## src/rtl/mtc_pkg.sv

```systemverilog
package mtc_pkg;
  localparam logic [7:0] MT_UC  = 8'd0;
  localparam logic [7:0] MT_WC  = 8'd1;
  localparam logic [7:0] MT_WT  = 8'd4;
  localparam logic [7:0] MT_WP  = 8'd5;
  localparam logic [7:0] MT_WB  = 8'd6;
  localparam logic [7:0] MT_UCM = 8'd7;

  typedef enum logic [1:0] {POL_BYPASS, POL_WT, POL_WP, POL_WB} policy_t;

  typedef enum logic [2:0] {
    S_IDLE, S_DECIDE, S_FLUSH, S_FILL, S_FILLW, S_BUS, S_BUSW, S_RESP
  } state_t;
endpackage

```

## src/rtl/mtc_type_resolve.sv

```systemverilog
module mtc_type_resolve
  import mtc_pkg::*;
(
  input  logic [7:0] page_type,
  input  logic [7:0] range_type,
  output logic [7:0] eff_type,
  output policy_t    policy,
  output logic       illegal
);
  always_comb begin
    eff_type = page_type;
    policy   = POL_BYPASS;
    illegal  = 1'b0;
    case (page_type)
      MT_UC, MT_WC: policy = POL_BYPASS;
      MT_WT:        policy = POL_WT;
      MT_WP:        policy = POL_WP;
      MT_WB:        policy = POL_WB;
      MT_UCM:       eff_type = (range_type == MT_WC) ? MT_WC : MT_UC;
      default:      illegal = 1'b1;
    endcase
  end
endmodule

```

## src/rtl/mtc_store.sv

```systemverilog
module mtc_store #(
  parameter int LINES = 4,
  parameter int IDXW  = 2,
  parameter int TAGW  = 5,
  parameter int DW    = 8,
  parameter int WPL   = 2,
  parameter int OFFW  = 1,
  parameter int LW    = DW * WPL
) (
  input  logic            clk,
  input  logic            rst_n,
  input  logic [IDXW-1:0] idx,
  output logic            rd_valid,
  output logic            rd_dirty,
  output logic [TAGW-1:0] rd_tag,
  output logic [LW-1:0]   rd_line,
  input  logic            fill_en,
  input  logic [TAGW-1:0] fill_tag,
  input  logic [LW-1:0]   fill_line,
  input  logic            word_en,
  input  logic [OFFW-1:0] word_off,
  input  logic [DW-1:0]   word_data,
  input  logic            word_dirty,
  input  logic            inval_en,
  input  logic            clean_en
);
  logic            val_q [LINES];
  logic            dty_q [LINES];
  logic [TAGW-1:0] tag_q [LINES];
  logic [LW-1:0]   dat_q [LINES];

  always_ff @(posedge clk) begin
    for (int l = 0; l < LINES; l++) begin
      if (!rst_n) begin
        val_q[l] <= 1'b0;
        dty_q[l] <= 1'b0;
        tag_q[l] <= '0;
        dat_q[l] <= '0;
      end else if (idx == IDXW'(l)) begin
        if (fill_en) begin
          val_q[l] <= 1'b1;
          dty_q[l] <= 1'b0;
          tag_q[l] <= fill_tag;
          dat_q[l] <= fill_line;
        end
        if (word_en) begin
          for (int w = 0; w < WPL; w++)
            if (word_off == OFFW'(w)) dat_q[l][w*DW +: DW] <= word_data;
          dty_q[l] <= dty_q[l] | word_dirty;
        end
        if (clean_en) dty_q[l] <= 1'b0;
        if (inval_en) begin
          val_q[l] <= 1'b0;
          dty_q[l] <= 1'b0;
        end
      end
    end
  end

  assign rd_valid = val_q[idx];
  assign rd_dirty = dty_q[idx];
  assign rd_tag   = tag_q[idx];
  assign rd_line  = dat_q[idx];
endmodule

```

## src/rtl/mtc_ctrl.sv

```systemverilog
module mtc_ctrl
  import mtc_pkg::*;
#(
  parameter int AW   = 8,
  parameter int DW   = 8,
  parameter int WPL  = 2,
  parameter int IDXW = 2,
  parameter int OFFW = 1,
  parameter int TAGW = 5,
  parameter int LW   = DW * WPL
) (
  input  logic            clk,
  input  logic            rst_n,
  input  logic            cpu_req_valid,
  output logic            cpu_req_ready,
  input  logic            cpu_req_write,
  input  logic [AW-1:0]   cpu_req_addr,
  input  logic [DW-1:0]   cpu_req_wdata,
  input  logic [7:0]      cpu_req_mtype,
  input  logic [7:0]      cpu_req_range_mtype,
  output logic            cpu_rsp_valid,
  output logic [DW-1:0]   cpu_rsp_rdata,
  output logic            cpu_rsp_error,
  output logic            mem_req_valid,
  input  logic            mem_req_ready,
  output logic            mem_req_write,
  output logic [AW-1:0]   mem_req_addr,
  output logic [WPL-1:0]  mem_req_mask,
  output logic [LW-1:0]   mem_req_wdata,
  output logic [7:0]      mem_req_mtype,
  input  logic            mem_rsp_valid,
  input  logic [LW-1:0]   mem_rsp_data,
  output logic [7:0]      q_page,
  output logic [7:0]      q_range,
  input  logic [7:0]      eff_type,
  input  policy_t         policy,
  input  logic            illegal,
  output logic [IDXW-1:0] st_idx,
  input  logic            rd_valid,
  input  logic            rd_dirty,
  input  logic [TAGW-1:0] rd_tag,
  input  logic [LW-1:0]   rd_line,
  output logic            fill_en,
  output logic [TAGW-1:0] fill_tag,
  output logic            word_en,
  output logic [OFFW-1:0] word_off,
  output logic [DW-1:0]   word_data,
  output logic            word_dirty,
  output logic            inval_en,
  output logic            clean_en
);
  state_t          state, nxt;
  logic            q_write, q_err;
  logic [AW-1:0]   q_addr;
  logic [DW-1:0]   q_wdata, q_rdata;
  logic [TAGW-1:0] q_tag;
  logic            hit, take_hit, take_bus, set_err;
  logic [DW-1:0]   hit_word, bus_word;

  assign q_tag    = q_addr[AW-1 -: TAGW];
  assign st_idx   = q_addr[OFFW +: IDXW];
  assign word_off = q_addr[OFFW-1:0];
  assign hit      = rd_valid && (rd_tag == q_tag);

  always_comb begin
    hit_word = '0;
    bus_word = '0;
    for (int w = 0; w < WPL; w++)
      if (word_off == OFFW'(w)) begin
        hit_word = rd_line[w*DW +: DW];
        bus_word = mem_rsp_data[w*DW +: DW];
      end
  end

  always_comb begin
    nxt = state;
    mem_req_valid = 1'b0;
    fill_en = 1'b0; word_en = 1'b0; word_dirty = 1'b0;
    inval_en = 1'b0; clean_en = 1'b0;
    take_hit = 1'b0; take_bus = 1'b0; set_err = 1'b0;
    case (state)
      S_IDLE: if (cpu_req_valid) nxt = S_DECIDE;
      S_DECIDE: begin
        if (illegal) begin
          set_err = 1'b1;
          nxt = S_RESP;
        end else if (policy == POL_BYPASS || (policy == POL_WP && q_write)) begin
          if (hit && rd_dirty) nxt = S_FLUSH;
          else begin
            inval_en = hit;
            nxt = S_BUS;
          end
        end else if (policy == POL_WT && q_write) begin
          word_en = hit;
          nxt = S_BUS;
        end else if (hit) begin
          word_en    = q_write;
          word_dirty = q_write;
          take_hit   = !q_write;
          nxt = S_RESP;
        end else begin
          nxt = (rd_valid && rd_dirty) ? S_FLUSH : S_FILL;
        end
      end
      S_FLUSH: begin
        mem_req_valid = 1'b1;
        if (mem_req_ready) begin
          clean_en = 1'b1;
          inval_en = hit;
          nxt = hit ? S_BUS : S_FILL;
        end
      end
      S_FILL: begin
        mem_req_valid = 1'b1;
        if (mem_req_ready) nxt = S_FILLW;
      end
      S_FILLW: if (mem_rsp_valid) begin
        fill_en = 1'b1;
        nxt = S_DECIDE;
      end
      S_BUS: begin
        mem_req_valid = 1'b1;
        if (mem_req_ready) nxt = q_write ? S_RESP : S_BUSW;
      end
      S_BUSW: if (mem_rsp_valid) begin
        take_bus = 1'b1;
        nxt = S_RESP;
      end
      default: nxt = S_IDLE;
    endcase
  end

  always_ff @(posedge clk) begin
    if (!rst_n) begin
      state <= S_IDLE;
      q_write <= 1'b0; q_err <= 1'b0;
      q_addr <= '0; q_wdata <= '0; q_rdata <= '0;
      q_page <= '0; q_range <= '0;
    end else begin
      state <= nxt;
      if (state == S_IDLE && cpu_req_valid) begin
        q_write <= cpu_req_write;
        q_addr  <= cpu_req_addr;
        q_wdata <= cpu_req_wdata;
        q_page  <= cpu_req_mtype;
        q_range <= cpu_req_range_mtype;
        q_err   <= 1'b0;
        q_rdata <= '0;
      end
      if (set_err)  q_err   <= 1'b1;
      if (take_hit) q_rdata <= hit_word;
      if (take_bus) q_rdata <= bus_word;
    end
  end

  assign cpu_req_ready = (state == S_IDLE);
  assign cpu_rsp_valid = (state == S_RESP);
  assign cpu_rsp_rdata = q_rdata;
  assign cpu_rsp_error = q_err;

  assign mem_req_write = (state == S_FLUSH) || (state == S_BUS && q_write);
  assign mem_req_mtype = eff_type;
  assign mem_req_wdata = (state == S_FLUSH) ? rd_line : {WPL{q_wdata}};
  assign fill_tag      = q_tag;
  assign word_data     = q_wdata;

  always_comb begin
    mem_req_addr = q_addr;
    mem_req_mask = '1;
    if (state == S_FLUSH) mem_req_addr = {rd_tag, st_idx, {OFFW{1'b0}}};
    else if (state == S_FILL) mem_req_addr = {q_tag, st_idx, {OFFW{1'b0}}};
    else
      for (int w = 0; w < WPL; w++) mem_req_mask[w] = (word_off == OFFW'(w));
  end
endmodule

```

## src/rtl/mtc_cache.sv

```systemverilog
module mtc_cache
  import mtc_pkg::*;
#(
  parameter int AW    = 8,
  parameter int DW    = 8,
  parameter int WPL   = 2,
  parameter int LINES = 4
) (
  input  logic                clk,
  input  logic                rst_n,
  input  logic                cpu_req_valid,
  output logic                cpu_req_ready,
  input  logic                cpu_req_write,
  input  logic [AW-1:0]       cpu_req_addr,
  input  logic [DW-1:0]       cpu_req_wdata,
  input  logic [7:0]          cpu_req_mtype,
  input  logic [7:0]          cpu_req_range_mtype,
  output logic                cpu_rsp_valid,
  output logic [DW-1:0]       cpu_rsp_rdata,
  output logic                cpu_rsp_error,
  output logic                mem_req_valid,
  input  logic                mem_req_ready,
  output logic                mem_req_write,
  output logic [AW-1:0]       mem_req_addr,
  output logic [WPL-1:0]      mem_req_mask,
  output logic [DW*WPL-1:0]   mem_req_wdata,
  output logic [7:0]          mem_req_mtype,
  input  logic                mem_rsp_valid,
  input  logic [DW*WPL-1:0]   mem_rsp_data
);
  localparam int OFFW = $clog2(WPL);
  localparam int IDXW = $clog2(LINES);
  localparam int TAGW = AW - IDXW - OFFW;
  localparam int LW   = DW * WPL;

  logic [7:0]      q_page, q_range, eff_type;
  policy_t         policy;
  logic            illegal;
  logic [IDXW-1:0] st_idx;
  logic            rd_valid, rd_dirty;
  logic [TAGW-1:0] rd_tag, fill_tag;
  logic [LW-1:0]   rd_line;
  logic            fill_en, word_en, word_dirty, inval_en, clean_en;
  logic [OFFW-1:0] word_off;
  logic [DW-1:0]   word_data;

  mtc_type_resolve u_resolve (
    .page_type(q_page), .range_type(q_range),
    .eff_type(eff_type), .policy(policy), .illegal(illegal)
  );

  mtc_store #(.LINES(LINES), .IDXW(IDXW), .TAGW(TAGW), .DW(DW),
              .WPL(WPL), .OFFW(OFFW), .LW(LW)) u_store (
    .clk(clk), .rst_n(rst_n), .idx(st_idx),
    .rd_valid(rd_valid), .rd_dirty(rd_dirty), .rd_tag(rd_tag), .rd_line(rd_line),
    .fill_en(fill_en), .fill_tag(fill_tag), .fill_line(mem_rsp_data),
    .word_en(word_en), .word_off(word_off), .word_data(word_data),
    .word_dirty(word_dirty), .inval_en(inval_en), .clean_en(clean_en)
  );

  mtc_ctrl #(.AW(AW), .DW(DW), .WPL(WPL), .IDXW(IDXW), .OFFW(OFFW),
             .TAGW(TAGW), .LW(LW)) u_ctrl (
    .clk(clk), .rst_n(rst_n),
    .cpu_req_valid(cpu_req_valid), .cpu_req_ready(cpu_req_ready),
    .cpu_req_write(cpu_req_write), .cpu_req_addr(cpu_req_addr),
    .cpu_req_wdata(cpu_req_wdata), .cpu_req_mtype(cpu_req_mtype),
    .cpu_req_range_mtype(cpu_req_range_mtype),
    .cpu_rsp_valid(cpu_rsp_valid), .cpu_rsp_rdata(cpu_rsp_rdata),
    .cpu_rsp_error(cpu_rsp_error),
    .mem_req_valid(mem_req_valid), .mem_req_ready(mem_req_ready),
    .mem_req_write(mem_req_write), .mem_req_addr(mem_req_addr),
    .mem_req_mask(mem_req_mask), .mem_req_wdata(mem_req_wdata),
    .mem_req_mtype(mem_req_mtype),
    .mem_rsp_valid(mem_rsp_valid), .mem_rsp_data(mem_rsp_data),
    .q_page(q_page), .q_range(q_range),
    .eff_type(eff_type), .policy(policy), .illegal(illegal),
    .st_idx(st_idx), .rd_valid(rd_valid), .rd_dirty(rd_dirty),
    .rd_tag(rd_tag), .rd_line(rd_line),
    .fill_en(fill_en), .fill_tag(fill_tag),
    .word_en(word_en), .word_off(word_off), .word_data(word_data),
    .word_dirty(word_dirty), .inval_en(inval_en), .clean_en(clean_en)
  );
endmodule

```

## config.mk

```make
export PLATFORM = sky130hd
export DESIGN_NAME = mtc_cache
export DESIGN_NICKNAME = d
export VERILOG_FILES = /design/src/rtl/mtc_pkg.sv /design/src/rtl/mtc_type_resolve.sv /design/src/rtl/mtc_store.sv /design/src/rtl/mtc_ctrl.sv /design/src/rtl/mtc_cache.sv
export SDC_FILE = /design/constraint.sdc
export NUM_CORES = 1
export LEC_CHECK = 0
export ABC_AREA = 0
export BUFFER_PORTS_ARGS = -buffer_cell sky130_fd_sc_hd__buf_4
export CORE_MARGIN = 2
export CORE_UTILIZATION = 60
export CTS_BUF_LIST = sky130_fd_sc_hd__clkbuf_2 sky130_fd_sc_hd__clkbuf_4 sky130_fd_sc_hd__clkbuf_8
export DETAILED_ROUTE_END_ITERATION = 6
export GPL_ROUTABILITY_DRIVEN = 0
export PLACE_DENSITY = 0.83
export SLEW_MARGIN = 30
export SYNTH_ARGS = -nofsm -noshare
export SYNTH_HDL_FRONTEND = slang
export SYNTH_SLANG_ARGS = --single-unit
```

## constraint.sdc

```tcl
create_clock -name clk -period 3.95 [get_ports clk]
set_clock_uncertainty 0.2 [all_clocks]
set_input_delay 0.1975 -clock clk [delete_from_list [all_inputs] [get_ports clk]]
set_output_delay 0.1975 -clock clk [all_outputs]
set_load 0.01 [all_outputs]
```

==> flow_results.org <==
** Finish
- Core occupancy in the finished layout :: 0.758
- Diode count :: 0
- NumNets Final :: between 900 and 1000
- Final Instance Area :: around 9100 um2
- From synthesis to final layout, the design area changed by 23.8%.
- Layout fillers :: 771
- Non-filler cells, final :: 1062
- Layout cell share with drive strength beyond 1 :: 0.222

** Run status
- Status :: complete, no violations

** Critical path
- The setup path with the least slack is of type register to register.
- Arrival @ worst endpoint :: around 3.1 ns
- Largest fanout of any net on the critical path :: 21
- STA classifies the critical path startpoint as a register.
- Worst setup slack for register-to-register paths :: 0.79 ns
- Data on the critical path is required at its endpoint by ~4 ns.
- Critical Path End Type :: register

** Synthesis
- After synthesis, the cell types taking the most area are edfxtp_1 37%, dfxtp_1 13%, nand2_1 12%.
- By instance count, the leading cell after synthesis is nand2_1.
- In this run, distinct cell masters in the synthesized netlist total 60.
- Fraction of the yosys area taken by sequential cells :: 0.501
- Top-area cell type share of the netlist area :: 0.367
- Flip-flop and latch count after synthesis :: 139
- Post-synthesis instance area :: between 7000 and 8000 um2
- Synthesis produced between 700 and 800 cells.
- The largest total area in the synthesized netlist belongs to edfxtp_1.
- For this run, the number of Yosys warnings is 0.
- A synthesized cell averages between 9 and 10 um2.
- When the netlist entered floorplanning its net count stood at between 800 and 900.
- In the synthesized netlist the async set-or-reset flop fraction comes to 0.
- Most common library cells after synthesis :: 232 x nand2_1, 90 x edfxtp_1, 63 x o21ai_1, 58 x a21oi_1, 49 x dfxtp_1
- Counting flops with a built-in enable in the synthesized netlist gives 90.
- Most frequently used flop master after synthesis :: edfxtp_1

** Worst hold path
- HP Class :: input port to register

** CTS
- Maximum number of buffers from clock root to sink :: 2
- After clock tree synthesis, the clock-pin slew on the worst setup and hold paths is approximately 0.080 ns.
- The number of gates resized after CTS was 0.
- The clock reaches the later pin of the worst-skew pair after between 0.4 and 0.5 ns.
- Clock tree synthesis found a total of between 100 and 150 sinks.
- CTS Buf Count :: 17
- Clock tree root driver cell :: clkbuf_8
- TritonCTS built the clock tree.
- CTS Hold Bufs :: slightly above 50
- # Post-CTS Setup Buffers :: 0
- H-tree depth reported by CTS :: 4

** Floorplan
- The die is around 110 um wide.
- Number of top-level design ports :: approximately 100
- Area inside the core boundary :: about 12000 um2
- The initialized floorplan defines 40 standard-cell rows.
- Initial Utilization :: 0.613
- Die Footprint :: between 10000 and 15000 um2
- In this run the vertical extent of the chip is around 110 um.

** Place
- Cell count after placement :: roughly 1000
- Total half-perimeter wirelength after legalization and detailed placement :: around 15 mm
- Setup Slack @ Placement :: around 0.85 ns
- Area post-placement :: 8190 um2
- The count of buffers added on input and output ports is 100.

** Timing
- RSZ-0062 raised after global routing :: false
- Worst hold slack :: ~0.13 ns
- In the finished design, the share of the clock period the worst path needs comes to 0.800.
- Shortest period the worst path allows :: around 3.2 ns
- The number of hold violations in the final report came to 0.
- Timing would allow up to about 320 MHz.
- For the pin with the worst max-slew slack, the measured transition is around 1 ns.
- Count of endpoints failing setup in the final report :: 0
- Number of pins exceeding their max-slew limit in the final report :: 0
- Setup WS post-layout :: a little under 0.8 ns
- Setup total negative slack on the finished layout was measured at 0 ns.
- In this run the tightest slew margin relative to its limit is 0.318.

** GRT
- After global routing the overflow that remains totals 0.
- The number of global-route vias before repair was between 6000 and 7000.
- The first global-routing pass estimated between 30 and 40 mm of wire.
- Pin count of the biggest net entering global routing :: 35
- The number of antenna violations at the first check in global routing came to 0.
- Global-route usage over all layers :: 0.357

** Pwr
- The worst-case IR drop observed on VDD is roughly 0.00033 V.
- Power spread over the standard cell area amounts to a little under 500 nW/um2.
- Summed over all cells, the static leakage comes to 3.31 nW.
- After layout, the design draws a total of ~4.5 mW.

** Route
- First drt pass iteration count :: 6
- Summed over all layers, the routed wires come to between 20 and 25 mm.
- Detailed-route vias per instance :: around 6.5
- The detailed router finished its first iteration with between 1000 and 1500 violations.
- Summing over every cut layer, the via total after detailed routing is approximately 7000.
- After detailed routing, the average wire length per cell comes to between 20 and 25 um.
- Once detail routing completed, the nets flagged for antenna violations numbered 0.
- After detailed routing, the number of remaining DRC violations is 0.

** Flow run
- Total of max-cap violations :: 0
==> where the power goes <==
group	internal (mW)	switching [mW]	total [mW]
registers	1.68	0.186	1.86
logic	0.607	0.909	1.52
clock network	0.585	0.566	1.15
==> final cells by class <==
type	count	area [um2]	share of cell area
clock inverters	12	124	0.0136
clock buffers	20	263	0.0288
inverters	13	48.8	0.00536
flip-flops and latches	139	3680	0.405
multi-input cells	558	3380	0.371
well taps	147	184	0.0202
repair buffers	173	1430	0.157
==> path summary, 6_finish.rpt <==
kind	startpoint	end	cells after the start
hold / removal	mem_rsp_valid	u_ctrl.cpu_rsp_rdata[6]$_SDFFE_PN0P_	5
setup / recovery	register	u_store.dat_q[0][11]$_DFFE_PP_	6
hold reg to reg	u_ctrl.q_range[6]$_SDFFE_PN0P_	u_ctrl.q_range[6]$_SDFFE_PN0P_	2
setup reg to reg	register	u_store.dat_q[0][11]$_DFFE_PP_	6
==> cell families after synthesis <==
logic type,count (synthesis),synth area share
AOI/OAI and AO/OA,183,0.146
DFF,139,0.501
xor gates and xnor gates,6,0.0102
and+or+nand+nor,334,0.211
muxes,35,0.0874
buffers and inverters,78,0.0454
==> critical path: stages (launching register included) <==
cell,delay [ns]
dfxtp_1,0.76
mux4_2,0.43
xnor2_1,0.26
and3_4,0.34
nand3_2,0.37
o21ai_1,0.26
buf_4,0.23
==> per-layer routing <==
layer	track usage	routed length, um	share of wire	vias to the layer above
li1	-	-	-	3039
met1	0.440	7940	0.35	3220
met2	0.591	11400	0.50	508
met3	0.0859	2450	0.11	87
met4	0.184	984	0.043	0
met5	0	0	0	-
==> flip-flops by register name (all words and copies together) (netlist names), named ones only <==
name,flops
u_ctrl.q_addr,8
u_ctrl.q_page,8
u_store.val_q,4
u_ctrl.word_data,8
u_ctrl.cpu_rsp_error,1
u_ctrl.state,3
u_ctrl.q_write,1
u_store.tag_q,20
u_ctrl.cpu_rsp_rdata,8
u_ctrl.q_range,8
u_store.dty_q,4
u_store.dat_q,64
==> cell usage in the layout, fill, tap and decap left out, types with 4 or more instances in the layout <==
| master | instances |
|---|---|
| a211oi_1 | 6 |
| a21oi_1 | 58 |
| a32o_1 | 6 |
| and2_1 | 23 |
| buf_4 | 122 |
| clkbuf_8 | 18 |
| clkinv_2 | 4 |
| dfxtp_1 | 48 |
| dlygate4sd3_1 | 51 |
| edfxtp_1 | 90 |
| inv_1 | 13 |
| mux2_2 | 4 |
| mux2i_1 | 8 |
| mux4_2 | 23 |
| nand2_1 | 231 |
| nand2b_1 | 4 |
| nand3_1 | 5 |
| nand3_2 | 4 |
| nand4_1 | 9 |
| nor2_1 | 10 |
| nor2b_1 | 5 |
| nor3_1 | 7 |
| nor4_1 | 8 |
| o21ai_0 | 18 |
| o21ai_1 | 63 |
| o2bb2ai_1 | 5 |
| o31ai_1 | 7 |
Note: power is estimated with default switching activity, not from simulation.
